<file path="config.mk">
export PLATFORM = sky130hd
export DESIGN_NAME = flash_rdmux
export DESIGN_NICKNAME = d
export VERILOG_FILES = /design/src/rtl/flash_rdmux_pkg.sv /design/src/rtl/flash_rdmux_status.sv /design/src/rtl/flash_rdmux_lookup.sv /design/src/rtl/flash_rdmux.sv
export SDC_FILE = /design/constraint.sdc
export NUM_CORES = 1
export LEC_CHECK = 0
export ABC_AREA = 1
export BUFFER_PORTS_ARGS = -buffer_cell sky130_fd_sc_hd__buf_2
export CAP_MARGIN = 20
export CELL_PAD_IN_SITES_DETAIL_PLACEMENT = 0
export CELL_PAD_IN_SITES_GLOBAL_PLACEMENT = 1
export CORE_ASPECT_RATIO = 0.6
export CORE_UTILIZATION = 32
export DETAILED_ROUTE_END_ITERATION = 16
export GPL_TIMING_DRIVEN = 0
export PLACE_DENSITY_LB_ADDON = 0.15
export SKIP_CTS_REPAIR_TIMING = 1
export SYNTH_ARGS = -nofsm -noshare
export SYNTH_HDL_FRONTEND = slang
export SYNTH_HIERARCHICAL = 1
export SYNTH_SLANG_ARGS = --single-unit
</file>
<file path="constraint.sdc">
create_clock -name clk -period 3.98 [get_ports clk]
set_input_delay 0.796 -clock clk [delete_from_list [all_inputs] [get_ports clk]]
set_output_delay 0.796 -clock clk [all_outputs]
set_load 0.01 [all_outputs]
</file>
<file path="src/rtl/flash_rdmux_pkg.sv">
package flash_rdmux_pkg;
  typedef enum logic [2:0] {
    M_ARRAY  = 3'd0,
    M_PROG   = 3'd1,
    M_ERASE  = 3'd2,
    M_IDENT  = 3'd3,
    M_QUERY  = 3'd4
  } rdmode_e;

  localparam int unsigned QTAB_LEN = 8'h4D;

  // Pack the status byte from its three live bits.
  function automatic logic [7:0] pack_status(input logic b7, input logic b6, input logic b2);
    return {b7, b6, 3'b000, b2, 2'b00};
  endfunction
endpackage

</file>
<file path="src/rtl/flash_rdmux_status.sv">
module flash_rdmux_status
  import flash_rdmux_pkg::*;
(
  input  logic       clk,
  input  logic       rst_n,
  input  logic       rd_go,
  input  rdmode_e    mode,
  input  logic       susp_rd,
  input  logic       prog_bit7,
  output logic [7:0] status_now
);
  logic tog6_q, tog2_q;
  logic flip6, flip2;
  logic tog6_n, tog2_n;
  logic bit7;

  assign flip6 = rd_go && (mode == M_PROG || mode == M_ERASE);
  assign flip2 = rd_go && (mode == M_ERASE || susp_rd);
  assign tog6_n = tog6_q ^ flip6;
  assign tog2_n = tog2_q ^ flip2;
  assign bit7   = (mode == M_PROG) ? ~prog_bit7 : 1'b0;
  assign status_now = pack_status(bit7, tog6_n, tog2_n);

  always_ff @(posedge clk or negedge rst_n) begin
    if (!rst_n) begin
      tog6_q <= 1'b0;
      tog2_q <= 1'b0;
    end else begin
      tog6_q <= tog6_n;
      tog2_q <= tog2_n;
    end
  end

  assert_idle_stable_R2: assert property (@(posedge clk) disable iff (!rst_n)
    !rd_go |=> (tog6_q == $past(tog6_q)) && (tog2_q == $past(tog2_q)));
  assert_prog_flip6_R4: assert property (@(posedge clk) disable iff (!rst_n)
    (rd_go && mode == M_PROG) |=> (tog6_q != $past(tog6_q)) && (tog2_q == $past(tog2_q)));
  assert_erase_flip_both_R5: assert property (@(posedge clk) disable iff (!rst_n)
    (rd_go && mode == M_ERASE) |=> (tog6_q != $past(tog6_q)) && (tog2_q != $past(tog2_q)));
  assert_susp_flip2_only_R6: assert property (@(posedge clk) disable iff (!rst_n)
    (rd_go && susp_rd) |=> (tog6_q == $past(tog6_q)) && (tog2_q != $past(tog2_q)));
endmodule

</file>
<file path="src/rtl/flash_rdmux_lookup.sv">
module flash_rdmux_lookup
  import flash_rdmux_pkg::*;
#(
  parameter int DATA_W    = 16,
  parameter int CHIP_LOG2 = 20,
  parameter int SECT_LOG2 = 16
) (
  input  rdmode_e           mode,
  input  logic [7:0]        idx,
  input  logic [15:0]       id0,
  input  logic [15:0]       id1,
  input  logic [15:0]       id2,
  input  logic [15:0]       id3,
  output logic [DATA_W-1:0] lk_data,
  output logic              lk_use_array
);
  localparam logic [31:0] SECT_COUNT_M1 = (32'd1 << (CHIP_LOG2 - SECT_LOG2)) - 32'd1;
  localparam logic [31:0] SECT_BYTES    = 32'd1 << SECT_LOG2;
  localparam logic [7:0]  EXT_BASE      = 8'h40;

  // Parameter table contents; everything not listed reads as 0.
  function automatic logic [7:0] qtab(input logic [7:0] i);
    logic [7:0] v;
    v = 8'h00;
    if (i < 8'(QTAB_LEN)) begin
      case (i)
        8'h10: v = 8'h51;
        8'h11: v = 8'h52;
        8'h12: v = 8'h59;
        8'h13: v = 8'h02;
        8'h15: v = EXT_BASE;
        8'h1B: v = 8'h27;
        8'h1C: v = 8'h36;
        8'h1F: v = 8'h07;
        8'h21: v = 8'h09;
        8'h22: v = 8'h0C;
        8'h23: v = 8'h01;
        8'h25: v = 8'h0A;
        8'h26: v = 8'h0D;
        8'h27: v = 8'(CHIP_LOG2);
        8'h28: v = 8'h02;
        8'h2C: v = 8'h01;
        8'h2D: v = SECT_COUNT_M1[7:0];
        8'h2E: v = SECT_COUNT_M1[15:8];
        8'h2F: v = SECT_BYTES[15:8];
        8'h30: v = SECT_BYTES[23:16];
        EXT_BASE + 8'd0: v = 8'h50;
        EXT_BASE + 8'd1: v = 8'h52;
        EXT_BASE + 8'd2: v = 8'h49;
        EXT_BASE + 8'd3: v = 8'h31;
        EXT_BASE + 8'd4: v = 8'h30;
        EXT_BASE + 8'd6: v = 8'h02;
        default: v = 8'h00;
      endcase
    end
    return v;
  endfunction

  logic [15:0] id_sel;
  logic        id_valid;

  always_comb begin
    id_sel   = 16'h0000;
    id_valid = 1'b0;
    case (idx)
      8'h00: begin id_sel = id0; id_valid = 1'b1; end
      8'h01: begin id_sel = id1; id_valid = 1'b1; end
      8'h02: begin id_sel = 16'h0000; id_valid = 1'b1; end
      8'h0E: begin id_sel = id2; id_valid = (id2[7:0] != 8'hFF); end
      8'h0F: begin id_sel = id3; id_valid = (id3[7:0] != 8'hFF); end
      default: begin id_sel = 16'h0000; id_valid = 1'b0; end
    endcase
  end

  always_comb begin
    lk_data      = '0;
    lk_use_array = 1'b0;
    if (mode == M_IDENT) begin
      lk_data      = DATA_W'(id_sel);
      lk_use_array = !id_valid;
    end else if (mode == M_QUERY) begin
      lk_data      = DATA_W'(qtab(idx));
    end
  end

  always_comb begin
    if (mode == M_QUERY && idx >= 8'(QTAB_LEN))
      assert_qtab_bound_R9: assert (lk_data == '0);
  end
endmodule

</file>
<file path="src/rtl/flash_rdmux.sv">
module flash_rdmux
  import flash_rdmux_pkg::*;
#(
  parameter int ADDR_W    = 20,
  parameter int DATA_W    = 16,
  parameter int BUS_BYTES = 2,
  parameter int CHIP_LOG2 = 20,
  parameter int SECT_LOG2 = 16
) (
  input  logic              clk,
  input  logic              rst_n,
  input  logic              rd_stb,
  input  logic [ADDR_W-1:0] rd_addr,
  input  logic [2:0]        mode,
  input  logic              prog_bit7,
  input  logic              susp,
  input  logic              susp_hit,
  input  logic [15:0]       id0,
  input  logic [15:0]       id1,
  input  logic [15:0]       id2,
  input  logic [15:0]       id3,
  input  logic [DATA_W-1:0] array_data,
  output logic [DATA_W-1:0] rd_data
);
  localparam int IDX_SH = $clog2(BUS_BYTES);

  rdmode_e           md;
  logic              stb_q;
  logic              rd_go;
  logic              susp_rd;
  logic [7:0]        idx;
  logic [7:0]        status_now;
  logic [DATA_W-1:0] lk_data;
  logic              lk_use_array;
  logic [DATA_W-1:0] resp;
  logic              unused_hi;

  assign md        = rdmode_e'(mode);
  assign rd_go     = rd_stb && !stb_q;
  assign susp_rd   = (md == M_ARRAY) && susp && susp_hit;
  assign unused_hi = ^rd_addr[ADDR_W-1:8];

  generate
    if (IDX_SH == 0) begin : g_idx_byte
      assign idx = rd_addr[7:0];
    end else begin : g_idx_wide
      assign idx = 8'(rd_addr[7:0] >> IDX_SH);
    end
  endgenerate

  flash_rdmux_status u_status (
    .clk        (clk),
    .rst_n      (rst_n),
    .rd_go      (rd_go),
    .mode       (md),
    .susp_rd    (susp_rd),
    .prog_bit7  (prog_bit7),
    .status_now (status_now)
  );

  flash_rdmux_lookup #(
    .DATA_W    (DATA_W),
    .CHIP_LOG2 (CHIP_LOG2),
    .SECT_LOG2 (SECT_LOG2)
  ) u_lookup (
    .mode         (md),
    .idx          (idx),
    .id0          (id0),
    .id1          (id1),
    .id2          (id2),
    .id3          (id3),
    .lk_data      (lk_data),
    .lk_use_array (lk_use_array)
  );

  always_comb begin
    case (md)
      M_ARRAY: resp = susp_rd ? DATA_W'(status_now) : array_data;
      M_PROG,
      M_ERASE: resp = DATA_W'(status_now);
      M_IDENT: resp = lk_use_array ? array_data : lk_data;
      M_QUERY: resp = lk_data;
      default: resp = array_data;
    endcase
  end

  always_ff @(posedge clk or negedge rst_n) begin
    if (!rst_n) begin
      stb_q   <= 1'b0;
      rd_data <= '0;
    end else begin
      stb_q <= rd_stb;
      if (rd_go) rd_data <= resp;
    end
  end

  assert_data_hold_R2: assert property (@(posedge clk) disable iff (!rst_n)
    !rd_go |=> $stable(rd_data));
  assert_ident_unprot_R7: assert property (@(posedge clk) disable iff (!rst_n)
    (rd_go && md == M_IDENT && idx == 8'h02) |=> (rd_data == '0));
  assert_erase_dq7_low_R5: assert property (@(posedge clk) disable iff (!rst_n)
    (rd_go && md == M_ERASE) |=> (rd_data[7] == 1'b0));
endmodule

</file>
==> results_dict.tcl <==
set metrics [dict create \
    synth_edf_count 0 \
    seq_area_sq_um 475 \
    clk_latency_ns 0.25 \
    cts_tree "built" \
    gp_congestion 0.891 \
    routed-via-count 3192 \
    clkTransAtPathRegs_ns 0.05 \
    fp.dieW_microns 116 \
    power.leakage_nw 1.79 \
    setup_viol 0 \
    skew_ns 0.00330 \
    syn_inst 444 \
    finalHoldViolCount 0 \
    wl_microns 9090 \
    vdd_drop_max_mv 0.115 \
    cp_slowest_stage_delay_ns 0.41 \
    ys_ff_latch 19 \
    final_cells 667 \
    ant_nets 0 \
    critPathKind "input port to register" \
    report.final.slew_viol_count 0 \
    diodes 0 \
    max_slew_margin 0.581 \
    r2r-end "rd_data[6]" \
    ys.flop_type "dfrtp_1" \
    hp-class "register to register" \
    grt_pass1_wl_microns 14600 \
    root_buffer "clkbuf_16" \
    grt_max_degree 20 \
    drc_errors 0 \
    maxCapViolCount 0 \
    r2r_cells 12 \
    place_hpwl_microns 7490 \
    status "complete, no violations" \
    portBuffers 110 \
    clock_sinks 19 \
    fin_ws_ns 0.543 \
    path_max_fanout 10 \
    tightest_slew_ns 0.629 \
    power_density_nw_per_um2 213 \
    grt_pass1_vias 2974 \
    grt_use_total 0.227 \
    synth.distinct_cells 33 \
    placed_cells_incl_taps 663 \
    startpoint_type "input port" \
    num_io_pins 125 \
    die_area_sq_um 8230 \
    drt-vias-per-instance 4.79 \
    crit_slowest_cell "a21oi_1" \
    clock.fmax_ghz 0.291 \
    critPathCapture "rd_data[6]" \
    gr-total-overflow 0 \
    firstDrtPassIters 5 \
    r2r-start "stb_q" \
    clockBufferDepth 2 \
    die_y_microns 70.7 \
    fillCellCount 855 \
    critical_path.startpoint "rd_addr[2]" \
    wl_per_cell_microns 13.6 \
    post-route-period-util 0.864 \
    start_util 0.339 \
    end_kind "register" \
    fin_tns_setup_ns 0 \
    drtIter0Drc 160 \
    synth_async_sr_flop_share 1.00 \
    path_cells "buf_2 -> ha_1 -> nand3_1 -> nor2_4 -> buf_6 -> nand2_1 -> nand2_1 -> nand2_1 -> nor2_1 -> nand2_1 -> a21oi_1 -> inv_1 -> nand3_1 -> nand2_1 -> buf_6 -> nand2_1 -> nand2_1 -> nand2_1 -> nand3_1 -> nand2_1 -> inv_1" \
    area_delta_synth_final_pct 31.0 \
    synth_area_per_cell_sq_um 5.66 \
    crit_path_frequent_cell "nand2_1" \
    r2r_slack_ns 1.97 \
    multiInputGateArea_sq_um 1720 \
    rsz0062_at_grt "no" \
    cts_made_buffers 3 \
    cts-htree-levels 1 \
    fin_nets 679 \
    rows 24 \
    arrival_ns 3.58 \
    hold-worst-slack_ns 0.485 \
    yosysWarningCount 6 \
    synth_seq_area_share 0.189 \
    final_layout_size_suffix_gt1_frac 0.282 \
    synth_area_sq_um 2510 \
    cp.required_ns 4.12 \
    finalCriticalPeriod_ns 3.44 \
    dp_slack_ns 0.399 \
    core_sq_um 7420 \
    antenna_found_initial 0 \
]
[sequential cells by signal (all words and copies together) (netlist names)]
signal and count:
u_status/tog6_q 1, rd_data 16, u_status/tog2_q 1, stb_q 1
[Yosys cell counts, drive strengths merged (2+ instances only)]
cell type | instances | share of area
a31oi | 17 | 0.042
buf | 19 | 0.060
o211ai | 4 | 0.012
nor3 | 4 | 0.012
nand2 | 206 | 0.32
inv | 47 | 0.070
nand3 | 41 | 0.088
clkbuf | 3 | 0.0045
nand4 | 12 | 0.030
a21oi | 9 | 0.019
conb | 2 | 0.0030
nor2 | 28 | 0.056
or2 | 6 | 0.015
ha | 6 | 0.030
dfrtp | 19 | 0.19
o21ai | 15 | 0.030
[how the worst min path moves through the flow]
stage	start	to	slack, ns	depth (start not counted)
after floorplan	u_status/tog2_q	u_status/tog2_q	0.45	2
after detailed placement	rd_data[1]	rd_data[1]	0.48	2
final	rd_data[1]	rd_data[1]	0.49	2
after CTS	rd_data[1]	rd_data[1]	0.49	2
after global routing	u_status/tog6_q	u_status/tog6_q	0.52	2
after global placement	rd_data[1]	rd_data[1]	0.46	2
[critical path, delay by kind of cell]
kind,cells,cell delay (ns)
AND/OR/NAND/NOR,14,1.36
buffers and inverters,5,0.71
AO/OA/AOI/OAI,1,0.41
adder cells (fa/ha/maj),1,0.31
[power breakdown]
| group | internal [mW] | switching, mW | leakage, nW |
|---|---|---|---|
| sequential | 0.222 | 0.0152 | 0.223 |
| combinational | 0.111 | 0.146 | 1.53 |
| clock | 0.136 | 0.0695 | 0.0382 |
[cell families (layout without fill, tap and decap cells)]
family,Yosys count,count (layout),synth area share
and+or+nand+nor,298,298,0.524
buffers and inverters,69,183,0.135
AOI/OAI and AO/OA,50,50,0.119
DFF,19,19,0.189
adders and majority gates,6,6,0.0299
other,2,7,0.00299
[per-stage QoR]
step,power (mW),utilization,cell area [sq um]
floorplan,0.378,-,2530
CTS,0.704,0.444,3290
global placement,0.495,0.433,3210
finish,0.700,0.444,3290
detailed placement,0.495,0.433,3210
global route,0.749,0.444,3290
[per-layer routing]
layer / up-vias / routed length, microns / track usage
met5: - / 0 / 0
met4: 0 / 10 / 0.0157
met3: 2 / 805 / 0.0566
met2: 136 / 3550 / 0.325
met1: 1395 / 4720 / 0.351
li1: 1659 / - / -
[final cells by class]
type,count,share of cell area
Buffer,22,0.0494
Clock buffer,4,0.0239
Inverter,47,0.0536
Multi-Input combinational cell,361,0.522
Sequential cell,19,0.144
Tap cell,104,0.0395
Timing Repair Buffer,110,0.167
[cells in the final DEF (no fill, tap or decap), types with 2 or more instances in the layout]
master,netlist,final
nor2_4,4,4
or2_2,6,6
o21ai_0,14,14
clkbuf_16,0,3
nand4_1,12,12
inv_2,5,5
nand2_1,201,201
nor3_1,3,3
a31oi_1,17,17
inv_1,42,42
o211ai_1,4,4
buf_2,4,114
ha_1,6,6
buf_4,10,10
nor2_2,2,2
dfrtp_1,19,19
nand2_4,4,4
nand3_2,3,3
a21oi_1,8,8
conb_1,2,7
buf_6,5,5
nor2_1,22,22
clkbuf_1,3,4
nand3_1,38,38
Power figures use the tool's default switching activity.
